[config.mk]
export PLATFORM = sky130hd
export DESIGN_NAME = ecc_inject_report
export DESIGN_NICKNAME = d
export VERILOG_FILES = /design/src/rtl/ecc_pkg.sv /design/src/rtl/ecc_inject_path.sv /design/src/rtl/ecc_check.sv /design/src/rtl/ecc_err_regs.sv /design/src/rtl/ecc_inject_report.sv
export SDC_FILE = /design/constraint.sdc
export NUM_CORES = 1
export LEC_CHECK = 0
export BUFFER_PORTS_ARGS = -buffer_cell sky130_fd_sc_hd__buf_2
export CAP_MARGIN = 20
export CORE_MARGIN = 3
export CORE_UTILIZATION = 36
export CTS_BUF_LIST = sky130_fd_sc_hd__clkbuf_8
export CTS_CLUSTER_DIAMETER = 30
export DETAILED_ROUTE_END_ITERATION = 8
export MAX_ROUTING_LAYER = met4
export REMOVE_ABC_BUFFERS = 1
export SKIP_LAST_GASP = 1
export SYNTH_ARGS = -nofsm -noshare
export SYNTH_HDL_FRONTEND = slang
export SYNTH_HIERARCHICAL = 1
export SYNTH_SLANG_ARGS = --single-unit
[constraint.sdc]
create_clock -name clk -period 15 [get_ports clk]
set_input_delay 0.75 -clock clk [delete_from_list [all_inputs] [get_ports clk]]
set_output_delay 0.75 -clock clk [all_outputs]
set_load 0.005 [all_outputs]
[src/rtl/ecc_pkg.sv]
package ecc_pkg;
  localparam int DW  = 64;
  localparam int HW  = 7;
  localparam int CW  = HW + 1;
  localparam int BEW = DW / 8;
  localparam int SW  = 4;
  localparam int BTW = 2;
  localparam int NW  = 4;

  localparam logic [1:0] KIND_RD  = 2'd0;
  localparam logic [1:0] KIND_WR  = 2'd1;
  localparam logic [1:0] KIND_RMW = 2'd2;

  localparam logic [3:0] RG_DIS  = 4'd0;
  localparam logic [3:0] RG_IEN  = 4'd1;
  localparam logic [3:0] RG_IHI  = 4'd2;
  localparam logic [3:0] RG_ILO  = 4'd3;
  localparam logic [3:0] RG_ICTL = 4'd4;
  localparam logic [3:0] RG_CNT  = 4'd5;
  localparam logic [3:0] RG_THR  = 4'd6;
  localparam logic [3:0] RG_STAT = 4'd7;
  localparam logic [3:0] RG_CADR = 4'd8;
  localparam logic [3:0] RG_CHI  = 4'd9;
  localparam logic [3:0] RG_CLO  = 4'd10;
  localparam logic [3:0] RG_CCHK = 4'd11;
  localparam logic [3:0] RG_CATT = 4'd12;

  typedef struct packed {
    logic [1:0]     kind;
    logic [SW-1:0]  src;
    logic [NW-1:0]  size;
    logic [BTW-1:0] beat;
  } attr_t;

  // Hamming bits: data bits occupy the non-power-of-two code positions.
  function automatic logic [HW-1:0] ham_bits(input logic [DW-1:0] d);
    logic [HW-1:0] h;
    int k;
    h = '0;
    k = 0;
    for (int p = 1; p <= DW + HW; p++) begin
      if ((p & (p - 1)) != 0) begin
        for (int j = 0; j < HW; j++) begin
          if (((p >> j) & 1) == 1) h[j] = h[j] ^ d[k];
        end
        k++;
      end
    end
    return h;
  endfunction

  function automatic logic [CW-1:0] ecc_encode(input logic [DW-1:0] d);
    logic [HW-1:0] h;
    h = ham_bits(d);
    return {(^d) ^ (^h), h};
  endfunction

  function automatic logic [DW-1:0] flip_pos(input logic [DW-1:0] d,
                                             input logic [HW-1:0] syn);
    logic [DW-1:0] o;
    int k;
    o = d;
    k = 0;
    for (int p = 1; p <= DW + HW; p++) begin
      if ((p & (p - 1)) != 0) begin
        if (p == int'(syn)) o[k] = ~o[k];
        k++;
      end
    end
    return o;
  endfunction

  function automatic logic [NW-1:0] byte_count(input logic [BEW-1:0] be);
    logic [NW-1:0] n;
    n = '0;
    for (int i = 0; i < BEW; i++) n = n + NW'(be[i]);
    return n;
  endfunction
endpackage

[src/rtl/ecc_inject_path.sv]
module ecc_inject_path
  import ecc_pkg::*;
(
  input  logic [DW-1:0] wdata,
  input  logic          inj_en,
  input  logic          inj_mirror,
  input  logic [CW-1:0] inj_chk,
  input  logic [DW-1:0] inj_data,
  output logic [DW-1:0] st_data,
  output logic [CW-1:0] st_chk
);
  logic [CW-1:0] clean_chk;
  logic [CW-1:0] chk_flip;

  always_comb begin
    clean_chk = ecc_encode(wdata);
    chk_flip  = inj_mirror ? wdata[CW-1:0] : inj_chk;
    st_data   = inj_en ? (wdata ^ inj_data) : wdata;
    st_chk    = inj_en ? (clean_chk ^ chk_flip) : clean_chk;
  end
endmodule

[src/rtl/ecc_check.sv]
module ecc_check
  import ecc_pkg::*;
(
  input  logic [DW-1:0] raw_data,
  input  logic [CW-1:0] raw_chk,
  output logic [DW-1:0] fix_data,
  output logic          is_sbe,
  output logic          is_mbe
);
  logic [HW-1:0] syn;
  logic          par;

  always_comb begin
    syn      = raw_chk[HW-1:0] ^ ham_bits(raw_data);
    par      = (^raw_data) ^ (^raw_chk);
    is_sbe   = par;
    is_mbe   = !par && (syn != '0);
    fix_data = par ? flip_pos(raw_data, syn) : raw_data;
  end
endmodule

[src/rtl/ecc_err_regs.sv]
module ecc_err_regs
  import ecc_pkg::*;
#(
  parameter int AW  = 16,
  parameter int RAW = 4,
  parameter int CNW = 8
) (
  input  logic           clk,
  input  logic           rst_n,
  input  logic           reg_wr_en,
  input  logic [RAW-1:0] reg_addr,
  input  logic [31:0]    reg_wdata,
  output logic [31:0]    reg_rdata,
  input  logic           ev_valid,
  input  logic           ev_sbe,
  input  logic           ev_mbe,
  input  logic           mse_ev,
  input  logic [AW-1:0]  ev_addr,
  input  logic [DW-1:0]  ev_data,
  input  logic [CW-1:0]  ev_chk,
  input  attr_t          ev_attr,
  output logic           inj_en,
  output logic           inj_mirror,
  output logic [CW-1:0]  inj_chk,
  output logic [DW-1:0]  inj_data,
  output logic           irq
);
  localparam int HALF = DW / 2;
  localparam int ATW  = $bits(attr_t) + 1;
  localparam logic [CNW-1:0] CMAX = {CNW{1'b1}};

  logic [2:0]      dis_q, dis_n, ien_q, ien_n;
  logic [HALF-1:0] ihi_q, ihi_n, ilo_q, ilo_n;
  logic [CW+1:0]   ictl_q, ictl_n;
  logic [CNW-1:0]  cnt_q, cnt_n, thr_q, thr_n, cnt_inc;
  logic [3:0]      st_q, st_n;
  logic [AW-1:0]   cad_q, cad_n;
  logic [HALF-1:0] chi_q, chi_n, clo_q, clo_n;
  logic [CW-1:0]   cck_q, cck_n;
  logic [ATW-1:0]  cat_q, cat_n;
  logic            sbe_rep, sbe_hit, mbe_hit, mse_hit, any_hit, cap_load;

  function automatic logic wsel(input logic en, input logic [RAW-1:0] a,
                                input logic [3:0] k);
    return en && (a == RAW'(k));
  endfunction

  always_comb begin
    cnt_inc  = (cnt_q == CMAX) ? cnt_q : cnt_q + 1'b1;
    sbe_rep  = ev_valid && ev_sbe && !dis_q[0];
    sbe_hit  = sbe_rep && (cnt_inc >= thr_q);
    mbe_hit  = ev_valid && ev_mbe && !dis_q[1];
    mse_hit  = mse_ev && !dis_q[2];
    any_hit  = sbe_hit || mbe_hit || mse_hit;
    cap_load = any_hit && !cat_q[0];

    dis_n  = wsel(reg_wr_en, reg_addr, RG_DIS)  ? reg_wdata[2:0] : dis_q;
    ien_n  = wsel(reg_wr_en, reg_addr, RG_IEN)  ? reg_wdata[2:0] : ien_q;
    ihi_n  = wsel(reg_wr_en, reg_addr, RG_IHI)  ? reg_wdata[HALF-1:0] : ihi_q;
    ilo_n  = wsel(reg_wr_en, reg_addr, RG_ILO)  ? reg_wdata[HALF-1:0] : ilo_q;
    ictl_n = wsel(reg_wr_en, reg_addr, RG_ICTL) ? reg_wdata[CW+1:0] : ictl_q;
    thr_n  = wsel(reg_wr_en, reg_addr, RG_THR)  ? reg_wdata[CNW-1:0] : thr_q;

    if (wsel(reg_wr_en, reg_addr, RG_CNT)) cnt_n = reg_wdata[CNW-1:0];
    else if (sbe_rep)                      cnt_n = cnt_inc;
    else                                   cnt_n = cnt_q;

    st_n = st_q;
    if (wsel(reg_wr_en, reg_addr, RG_STAT)) st_n = st_n & ~reg_wdata[3:0];
    st_n = st_n | {any_hit && cat_q[0], mse_hit, mbe_hit, sbe_hit};

    cad_n = cad_q; chi_n = chi_q; clo_n = clo_q; cck_n = cck_q; cat_n = cat_q;
    if (cap_load) begin
      cad_n = ev_addr;
      chi_n = ev_data[DW-1:HALF];
      clo_n = ev_data[HALF-1:0];
      cck_n = ev_chk;
      cat_n = {ev_attr, 1'b1};
    end
    if (wsel(reg_wr_en, reg_addr, RG_CADR)) cad_n = reg_wdata[AW-1:0];
    if (wsel(reg_wr_en, reg_addr, RG_CHI))  chi_n = reg_wdata[HALF-1:0];
    if (wsel(reg_wr_en, reg_addr, RG_CLO))  clo_n = reg_wdata[HALF-1:0];
    if (wsel(reg_wr_en, reg_addr, RG_CCHK)) cck_n = reg_wdata[CW-1:0];
    if (wsel(reg_wr_en, reg_addr, RG_CATT)) cat_n = reg_wdata[ATW-1:0];
  end

  always_ff @(posedge clk or negedge rst_n) begin
    if (!rst_n) begin
      dis_q <= '0; ien_q <= '0; ihi_q <= '0; ilo_q <= '0; ictl_q <= '0;
      cnt_q <= '0; thr_q <= '0; st_q <= '0; cad_q <= '0; chi_q <= '0;
      clo_q <= '0; cck_q <= '0; cat_q <= '0;
    end else begin
      dis_q <= dis_n; ien_q <= ien_n; ihi_q <= ihi_n; ilo_q <= ilo_n;
      ictl_q <= ictl_n; cnt_q <= cnt_n; thr_q <= thr_n; st_q <= st_n;
      cad_q <= cad_n; chi_q <= chi_n; clo_q <= clo_n; cck_q <= cck_n;
      cat_q <= cat_n;
    end
  end

  always_comb begin
    case (reg_addr)
      RAW'(RG_DIS):  reg_rdata = 32'(dis_q);
      RAW'(RG_IEN):  reg_rdata = 32'(ien_q);
      RAW'(RG_IHI):  reg_rdata = 32'(ihi_q);
      RAW'(RG_ILO):  reg_rdata = 32'(ilo_q);
      RAW'(RG_ICTL): reg_rdata = 32'(ictl_q);
      RAW'(RG_CNT):  reg_rdata = 32'(cnt_q);
      RAW'(RG_THR):  reg_rdata = 32'(thr_q);
      RAW'(RG_STAT): reg_rdata = 32'(st_q);
      RAW'(RG_CADR): reg_rdata = 32'(cad_q);
      RAW'(RG_CHI):  reg_rdata = 32'(chi_q);
      RAW'(RG_CLO):  reg_rdata = 32'(clo_q);
      RAW'(RG_CCHK): reg_rdata = 32'(cck_q);
      RAW'(RG_CATT): reg_rdata = 32'(cat_q);
      default:       reg_rdata = '0;
    endcase
  end

  assign inj_chk    = ictl_q[CW-1:0];
  assign inj_mirror = ictl_q[CW];
  assign inj_en     = ictl_q[CW+1];
  assign inj_data   = {ihi_q, ilo_q};
  assign irq        = |(st_q[2:0] & ien_q);

  AST_CNT_SAT: assert property (@(posedge clk) disable iff (!rst_n)
    (cnt_q == CMAX && !wsel(reg_wr_en, reg_addr, RG_CNT)) |=> (cnt_q == CMAX));
  AST_SBE_AT_THR: assert property (@(posedge clk) disable iff (!rst_n)
    $rose(st_q[0]) |-> (cnt_q >= thr_q));
  AST_STICKY_MBE: assert property (@(posedge clk) disable iff (!rst_n)
    (st_q[1] && !(wsel(reg_wr_en, reg_addr, RG_STAT) && reg_wdata[1])) |=> st_q[1]);
  AST_CAP_HOLD: assert property (@(posedge clk) disable iff (!rst_n)
    (cat_q[0] && !(reg_wr_en && reg_addr >= RAW'(RG_CADR)))
      |=> ($stable(cad_q) && $stable(chi_q) && $stable(clo_q)));
  AST_MME_SET: assert property (@(posedge clk) disable iff (!rst_n)
    (any_hit && cat_q[0] && !(wsel(reg_wr_en, reg_addr, RG_STAT) && reg_wdata[3]))
      |=> st_q[3]);
endmodule

[src/rtl/ecc_inject_report.sv]
module ecc_inject_report
  import ecc_pkg::*;
#(
  parameter int AW = 16
) (
  input  logic           clk,
  input  logic           rst_n,
  input  logic           req_valid,
  output logic           req_ready,
  input  logic           req_write,
  input  logic [AW-1:0]  req_addr,
  input  logic [63:0]    req_wdata,
  input  logic [7:0]     req_be,
  input  logic [3:0]     req_src,
  input  logic [1:0]     req_beat,
  input  logic           req_sel_err,
  output logic           rsp_valid,
  output logic [63:0]    rsp_rdata,
  output logic           mem_cmd_valid,
  output logic           mem_cmd_write,
  output logic [AW-1:0]  mem_addr,
  output logic [71:0]    mem_wdata,
  input  logic [71:0]    mem_rdata,
  input  logic           reg_wr_en,
  input  logic [3:0]     reg_addr,
  input  logic [31:0]    reg_wdata,
  output logic [31:0]    reg_rdata,
  output logic           irq
);
  typedef enum logic [1:0] {ST_IDLE, ST_RD, ST_RMW} st_e;

  logic [1:0]     rs_q;
  logic           srst_n;
  st_e            st_q, st_n;
  logic [AW-1:0]  padr_q, padr_n;
  logic [DW-1:0]  pdat_q, pdat_n;
  logic [BEW-1:0] pbe_q, pbe_n;
  attr_t          patt_q, patt_n, req_attr, ev_attr;
  logic           accept, full_be;
  logic [DW-1:0]  fix_data, merged, wsrc, st_data, inj_data;
  logic [CW-1:0]  st_chk, inj_chk;
  logic           chk_sbe, chk_mbe, inj_en, inj_mirror, ev_valid;
  logic [AW-1:0]  ev_addr;
  logic [DW-1:0]  ev_data;
  logic [CW-1:0]  ev_chk;

  always_ff @(posedge clk or negedge rst_n) begin
    if (!rst_n) rs_q <= 2'b00;
    else        rs_q <= {rs_q[0], 1'b1};
  end
  assign srst_n = rs_q[1];

  always_comb begin
    full_be       = &req_be;
    accept        = (st_q == ST_IDLE) && req_valid;
    req_attr.kind = !req_write ? KIND_RD : (full_be ? KIND_WR : KIND_RMW);
    req_attr.src  = req_src;
    req_attr.size = req_write ? byte_count(req_be) : NW'(BEW);
    req_attr.beat = req_beat;

    st_n = st_q; padr_n = padr_q; pdat_n = pdat_q; pbe_n = pbe_q; patt_n = patt_q;
    case (st_q)
      ST_IDLE: if (accept && !(req_write && full_be)) begin
        st_n   = req_write ? ST_RMW : ST_RD;
        padr_n = req_addr;
        pdat_n = req_wdata;
        pbe_n  = req_be;
        patt_n = req_attr;
      end
      default: st_n = ST_IDLE;
    endcase
  end

  always_ff @(posedge clk or negedge srst_n) begin
    if (!srst_n) begin
      st_q <= ST_IDLE; padr_q <= '0; pdat_q <= '0; pbe_q <= '0; patt_q <= '0;
    end else begin
      st_q <= st_n; padr_q <= padr_n; pdat_q <= pdat_n; pbe_q <= pbe_n;
      patt_q <= patt_n;
    end
  end

  ecc_check u_check (
    .raw_data (mem_rdata[DW-1:0]),
    .raw_chk  (mem_rdata[DW+CW-1:DW]),
    .fix_data (fix_data),
    .is_sbe   (chk_sbe),
    .is_mbe   (chk_mbe)
  );

  for (genvar b = 0; b < BEW; b++) begin : g_merge
    assign merged[8*b +: 8] = pbe_q[b] ? pdat_q[8*b +: 8] : fix_data[8*b +: 8];
  end

  assign wsrc = (st_q == ST_RMW) ? merged : req_wdata;

  ecc_inject_path u_inject (
    .wdata      (wsrc),
    .inj_en     (inj_en),
    .inj_mirror (inj_mirror),
    .inj_chk    (inj_chk),
    .inj_data   (inj_data),
    .st_data    (st_data),
    .st_chk     (st_chk)
  );

  always_comb begin
    req_ready     = (st_q == ST_IDLE);
    mem_cmd_valid = accept || (st_q == ST_RMW);
    mem_cmd_write = (st_q == ST_RMW) || (req_write && full_be);
    mem_addr      = (st_q == ST_IDLE) ? req_addr : padr_q;
    mem_wdata     = {st_chk, st_data};
    rsp_valid     = (st_q == ST_RD);
    rsp_rdata     = fix_data;
    ev_valid      = (st_q != ST_IDLE);
    ev_addr       = ev_valid ? padr_q : req_addr;
    ev_data       = ev_valid ? mem_rdata[DW-1:0] : '0;
    ev_chk        = ev_valid ? mem_rdata[DW+CW-1:DW] : '0;
    ev_attr       = ev_valid ? patt_q : req_attr;
  end

  ecc_err_regs #(.AW(AW), .RAW(4), .CNW(8)) u_regs (
    .clk        (clk),
    .rst_n      (srst_n),
    .reg_wr_en  (reg_wr_en),
    .reg_addr   (reg_addr),
    .reg_wdata  (reg_wdata),
    .reg_rdata  (reg_rdata),
    .ev_valid   (ev_valid),
    .ev_sbe     (chk_sbe),
    .ev_mbe     (chk_mbe),
    .mse_ev     (accept && req_sel_err),
    .ev_addr    (ev_addr),
    .ev_data    (ev_data),
    .ev_chk     (ev_chk),
    .ev_attr    (ev_attr),
    .inj_en     (inj_en),
    .inj_mirror (inj_mirror),
    .inj_chk    (inj_chk),
    .inj_data   (inj_data),
    .irq        (irq)
  );

  AST_RD_RSP: assert property (@(posedge clk) disable iff (!srst_n)
    (req_valid && req_ready && !req_write) |=> rsp_valid);
  AST_FIX_ONE: assert property (@(posedge clk) disable iff (!srst_n)
    (rsp_valid && chk_sbe) |-> ($countones(rsp_rdata ^ mem_rdata[DW-1:0]) <= 1));
  AST_MBE_RAW: assert property (@(posedge clk) disable iff (!srst_n)
    (rsp_valid && chk_mbe) |-> (rsp_rdata == mem_rdata[DW-1:0]));
  AST_RMW_WB: assert property (@(posedge clk) disable iff (!srst_n)
    (req_valid && req_ready && req_write && !(&req_be))
      |=> (mem_cmd_valid && mem_cmd_write && !req_ready));
endmodule

# --- Word-level counts from Yosys, hierarchy flattened ---
# Cells that the tools add are included.
classes:
  n_reduce_logical: 53
  add_sub_neg: 8
  magnitude_cmp: 1
  n_bitwise: 469
  n_eq_ne: 80
  muxes: 103
ops:
  columns: ["operator", "count"]
  rows:
  - ["case mux 32 bit (13 select lines)", 1]
  - ["bitwise XOR 1 bit", 398]
  - ["2-to-1 mux 64 bit", 5]
  - ["== test 7 bit (first input constant)", 38]
  - ["2-to-1 mux 32 bit", 5]
  - ["2-to-1 mux 8 bit", 17]
  - ["XOR reduction 64 bit", 2]
  - ["== test 6 x 7 -> 1 bit (first input constant)", 15]
  - ["2-to-1 mux 16 bit", 5]
  - ["inverter 1 bit", 64]
  - ["bitwise XOR 64 bit", 1]
  - ["2-to-1 mux 63 bit", 1]
  - ["2-to-1 mux 62 bit", 1]
  - ["2-to-1 mux 61 bit", 1]
  - ["2-to-1 mux 60 bit", 1]
  - ["2-to-1 mux 59 bit", 1]
  - ["2-to-1 mux 58 bit", 1]
  - ["2-to-1 mux 57 bit", 1]
  - ["2-to-1 mux 56 bit", 1]
  - ["2-to-1 mux 55 bit", 1]
  - ["2-to-1 mux 54 bit", 1]
  - ["2-to-1 mux 53 bit", 1]
  - ["2-to-1 mux 52 bit", 1]
  - ["2-to-1 mux 51 bit", 1]
  - ["82 further kinds", 150]
totals:
  output_inout_bits: 189
  inputBits: 208
  regBits: 305

# --- Depth between registers and ports, before layout ---
depth:
  word_depth: 141
  mapped_depth: 18

# --- By module ---
# The synthesis kept the hierarchy.
modules_own_cells:
  columns: ["mod", "cells_each", "n_inst", "area_per_inst_um2"]
  rows:
  - ["ecc_err_regs", 1076, 1, 10197.3]
  - ["ecc_inject_report", 646, 1, 6257.3]
  - ["ecc_check", 309, 1, 2827.7]
  - ["ecc_inject_path", 278, 1, 2337.2]

# --- Worst setup path before layout ---
# No wires, ideal clock.
synth_timing:
  kind: "input -> output"
  start: "input mem_rdata[33]"
  end: "output mem_wdata[71]"
  t_arrival_ns: 5.545
  path_stages: 16
  path_buffers: 1
  path_slack_ns: 8.705
  path_cell_list: "xnor3_1 > xnor3_1 > xnor3_1 > xnor3_2 > mux2i_4 > buf_6 > nor3_2 > xor2_1 > mux2i_1 > o21ai_0 > xnor3_2 > xnor3_1 > xnor2_1 > xnor3_1 > xor3_1 > xnor3_1"
synth_lines:
  columns: ["item", "line", "rtl"]
  rows:
  - ["start, declared", "ecc_inject_report.sv:23", "input logic [71:0] mem_rdata,"]
  - ["bitwise XOR 1 bit (24 in a row)", "ecc_pkg.sv:44", "if (((p >> j) & 1) == 1) h[j] = h[j] ^ d[k];"]
  - ["bitwise XOR 7 bit", "ecc_check.sv:14", "syn = raw_chk[HW-1:0] ^ ham_bits(raw_data);"]
  - ["== test 7 bit", "ecc_pkg.sv:66", "if (p == int'(syn)) o[k] = ~o[k];"]
  - ["2-to-1 mux 57 bit", "ecc_pkg.sv:66", null]
  - ["2-to-1 mux 58 bit", "ecc_pkg.sv:66", null]
  - ["2-to-1 mux 59 bit", "ecc_pkg.sv:66", null]
  - ["2-to-1 mux 60 bit", "ecc_pkg.sv:66", null]
  - ["2-to-1 mux 61 bit", "ecc_pkg.sv:66", null]
  - ["[... 4 more ...]", null, null]
  - ["named net rsp_rdata[56]", "ecc_inject_report.sv:18", "output logic [63:0] rsp_rdata,"]
  - ["2-to-1 mux 8 bit (*)", "ecc_inject_report.sv:92", "assign merged[8*b +: 8] = pbe_q[b] ? pdat_q[8*b +: 8] : fix_data[8*b +: 8];"]
  - ["2-to-1 mux 64 bit (*)", "ecc_inject_report.sv:95", "assign wsrc = (st_q == ST_RMW) ? merged : req_wdata;"]
  - ["named net wsrc[56]", "ecc_inject_report.sv:40", "logic [DW-1:0] fix_data, merged, wsrc, st_data, inj_data;"]
  - ["bitwise XOR 1 bit (5 in a row)", "ecc_pkg.sv:44", null]
  - ["XOR reduction 7 bit", "ecc_pkg.sv:55", "return {(^d) ^ (^h), h};"]
  - ["bitwise XOR 1 bit (*)", "ecc_pkg.sv:55", null]
  - ["bitwise XOR 8 bit", "ecc_inject_path.sv:19", "st_chk = inj_en ? (clean_chk ^ chk_flip) : clean_chk;"]
  - ["2-to-1 mux 8 bit (*)", "ecc_inject_path.sv:19", null]
  - ["end, declared", "ecc_inject_report.sv:22", "output logic [71:0] mem_wdata,"]
# The timed path passes the listed nets; every way through them passes the cells marked *.

# --- Worst setup path in the final report ---
layout_timing:
  start: "input mem_rdata[56]"
  end: "output mem_wdata[71]"
layout_lines:
  columns: ["item", "line"]
  rows:
  - ["bitwise XOR 1 bit (5 in a row)", "ecc_pkg.sv:44"]
  - ["bitwise XOR 7 bit", "ecc_check.sv:14"]
  - ["== test 7 bit", "ecc_pkg.sv:66"]
  - ["2-to-1 mux 52 bit", "ecc_pkg.sv:66"]
  - ["2-to-1 mux 53 bit", "ecc_pkg.sv:66"]
  - ["2-to-1 mux 54 bit", "ecc_pkg.sv:66"]
  - ["2-to-1 mux 55 bit", "ecc_pkg.sv:66"]
  - ["2-to-1 mux 56 bit", "ecc_pkg.sv:66"]
  - ["[... 9 more ...]", null]
  - ["2-to-1 mux 8 bit (*)", "ecc_inject_report.sv:92"]
  - ["2-to-1 mux 64 bit (*)", "ecc_inject_report.sv:95"]
  - ["named net wsrc[51]", "ecc_inject_report.sv:40"]
  - ["bitwise XOR 1 bit (8 in a row)", "ecc_pkg.sv:44"]
  - ["XOR reduction 7 bit", "ecc_pkg.sv:55"]
  - ["bitwise XOR 1 bit (*)", "ecc_pkg.sv:55"]
  - ["bitwise XOR 8 bit", "ecc_inject_path.sv:19"]
  - ["2-to-1 mux 8 bit (*)", "ecc_inject_path.sv:19"]
# Marked as above.

==> impl_metrics.tcl <==
set metrics [dict create \
    outcome "finished clean" \
    switching_share_pct 42.6 \
    cts_buffers 94 \
    p_leak_nw 12.2 \
    die-width_um 251 \
    avgSynthCellArea_sq_um 9.36 \
    avgViaCountPerCell 5.58 \
    vias 19900 \
    setup_viol 0 \
    cp_cell_sequence "buf_2, xnor2_1, xnor3_1, xnor3_2, xnor2_1, nor2_1, a21boi_1, nand3_1, xnor2_1, mux2i_1, o21ai_0, xnor3_1, xnor2_1, xnor3_1, xnor3_1, xor3_1, xnor3_1, buf_2" \
    grt_max_degree 74 \
    max_slew_margin_pct 20.5 \
    holdWs_ps 295 \
    fin_skew_ps 36.3 \
    path_delay_family "XOR/XNOR gates" \
    layout_common_cells "484 x nand2_1, 396 x buf_2, 303 x dfrtp_1" \
    max_cap_violations 0 \
    p_sw_w 0.00228 \
    grt_usage_pct 30.6 \
    fmax_mhz 113 \
    finalMaxSlewViolations 0 \
    place_congestion 0.973 \
    cts_tree "yes" \
    dieArea_sq_um 63000 \
    ys_warn_count 6 \
    ant_nets 0 \
    critPathKind "in -> out" \
    place_area_sq_um 24200 \
    cp-start-kind "input pin" \
    wl_per_cell_um 27.0 \
    critPathArrivalTime_ps 8120 \
    hold_viol 0 \
    crit_buf_inv 2 \
    core_sq_um 59200 \
    final_util_pct 44.7 \
    synth_seq_area_share_pct 35.3 \
    drt_iter0_markers 1973 \
    layout.nets 2932 \
    firstDrtPassIters 9 \
    grt_first_pass_wirelength_um 137000 \
    fin_area_sq_um 26500 \
    tightest_slew_ps 1190 \
    synth-seq-cells 305 \
    cts_sinks 305 \
    gr-total-overflow 0 \
    critPathRequiredTime_ps 14250 \
    p_seq_share_pct 24.3 \
    start_util_pct 36.5 \
    hold_class "in -> reg" \
    timing.final.crit_share_pct 59.1 \
    grt_pass1_vias 19700 \
    syn-cell-area_sq_um 21600 \
    crit_path_top_delay_cell "o21ai_0" \
    antenna_found_initial 9 \
    synth_edf_count 0 \
    p_int_w 0.00306 \
    finalSetupTns_ps 0 \
    synthCells 2309 \
    wl_um 96300 \
    ys.flop_type "dfrtp_1" \
    final_common_cell "nand2_1" \
    layout_min_cycle_time_ps 8870 \
    critPathMaxFanout 9 \
    clkTransAtPathRegs_ps 50 \
    area_growth_pct 22.4 \
    io_pins 397 \
    ctsRootBufferMaster "clkbuf_8" \
    path_common_cell "xnor3_1" \
    power_w 0.00534 \
    grt_setup_unrepaired "no" \
    portBuffers 396 \
    rows 89 \
    power_frac_comb_pct 49.5 \
    synth_cell_types 80 \
    fp.dieH_um 251 \
    clockPowerShare_pct 26.1 \
    htreeDepth 3 \
    async_flop_share_pct 100 \
    post-dp-hpwl_um 71600 \
    cts_buffer_depth 3 \
    cts_resized 0 \
    drive_gt1_share_pct 28.5 \
    crit_path_end_kind "output port" \
    drc 0 \
    max_stage_delay_ps 920 \
    power_density_nw_per_um2 202 \
    clk_latency_ps 690 \
    ir_drop_mv 0.201 \
]
worst paths after layout:
path / from / to / slack [ps] / cells past startpoint
worst min register to register: rs_q[1] / st_q[0] / 310 / 0
worst min-delay path: req_wdata[37] / pdat_q[37] / 290 / 2
worst max register to register: u_regs/cnt_q[0] / u_regs/clo_q[9] / 10240 / 12
max in group asynchronous: rs_q[1] / u_regs/ihi_q[27] / 11640 / 3
min in group asynchronous: rs_q[1] / st_q[0] / 310 / 0
worst max-delay path: mem_rdata[56] / mem_wdata[71] / 6130 / 18
sequential cells by signal, indices dropped and copies added, names as in the netlist, 13 cells and up:
name / cells
u_regs/chi_q: 32
u_regs/cat_q: 13
u_regs/ilo_q: 32
u_regs/clo_q: 32
u_regs/cad_q: 16
padr_q: 16
pdat_q: 64
u_regs/ihi_q: 32
power groups by stage:
stage                     sequential (W)  combinational [W]  clock [W]
after global placement           0.00129            0.00257          0
after CTS                        0.00129            0.00260    0.00141
after floorplan                  0.00123            0.00165          0
final                            0.00130            0.00264    0.00140
after detailed placement         0.00130            0.00259          0
after global routing             0.00132            0.00279    0.00146
worst reg2reg max path, stage by stage (launching register included):
cell     delay (ps)
dfrtp_1         470
ha_1            340
nand2_1         100
or2_2           340
mux2_2          280
ha_1            290
nor2b_1         140
o211a_1         210
o311a_4         380
o21ai_4         850
buf_4           810
nand2_1         210
a31oi_1         250
cell usage after synthesis (6+ instances only):
master,n,area [sq um]
a222oi_1,17,170
ha_1,13,163
xnor3_1,33,743
o21ai_1,7,35.0
inv_1,24,90.1
mux2i_1,74,741
and2_1,79,494
nand2_1,486,1820
clkbuf_1,88,330
nor3_1,17,85.1
xor2_1,66,578
mux2_1,48,541
o21ai_0,93,465
buf_8,11,165
and3_1,7,43.8
xnor3_2,6,143
and4_1,6,52.6
xnor2_1,274,2400
a21oi_1,10,50.1
nor2_1,132,495
nor3_2,12,120
mux2_2,141,1590
nand4_1,20,125
nor4_1,6,37.5
buf_1,18,67.6
a22o_1,6,52.6
a22oi_1,49,368
buf_2,18,90.1
nand3_1,29,145
nor2b_1,13,81.3
nand2b_1,10,62.6
a31oi_1,102,638
dfrtp_1,305,7630
per-stage QoR:
stage          setup WS (ps)  std cells
6_report                6130       3564
5_1_grt                 6140       3563
4_1_cts                 6420       3556
3_5_place_dp            6450       3383
3_3_place_gp            6000       3381
2_1_floorplan           5870       2164
layout make-up:
type	instances	area, sq um
fill	5811	32800
multi-input combinational	1834	13200
sequential	305	7640
timing repair buffer	447	2370
clock buffer	108	1490
tap	773	967
clock inverter	64	702
inverter	25	93.8
antenna	8	20.0
cells by family after synthesis:
group | count (synthesis) | share of synthesized area (%)
multiplexers | 266 | 13.5
other | 1 | 0.0173
buffers and inverters | 170 | 3.93
AO/OA/AOI/OAI | 323 | 9.91
flip-flops | 305 | 35.3
XOR/XNOR | 389 | 18.8
AND/OR/NAND/NOR | 838 | 17.4
adder cells (fa/ha/maj) | 17 | 1.12
metal layers:
metal | track usage, % | part of all wire [%] | up-vias
li1 | - | - | 8768
met1 | 38.9 | 42 | 9849
met2 | 47.8 | 46 | 1042
met3 | 5.83 | 7.5 | 232
met4 | 13.5 | 5.0 | 0
met5 | - | 0 | -
what timing repair did:
| item | 4_1_cts | 5_1_grt |
|---|---|---|
| buffers inserted | 0 | 0 |
| hold buffers | 1 | 0 |
| hold endpoints to repair | 2 | 0 |
| endpoints found under the setup margin | 0 | 0 |
No activity file was read; power rests on OpenSTA's default activity.
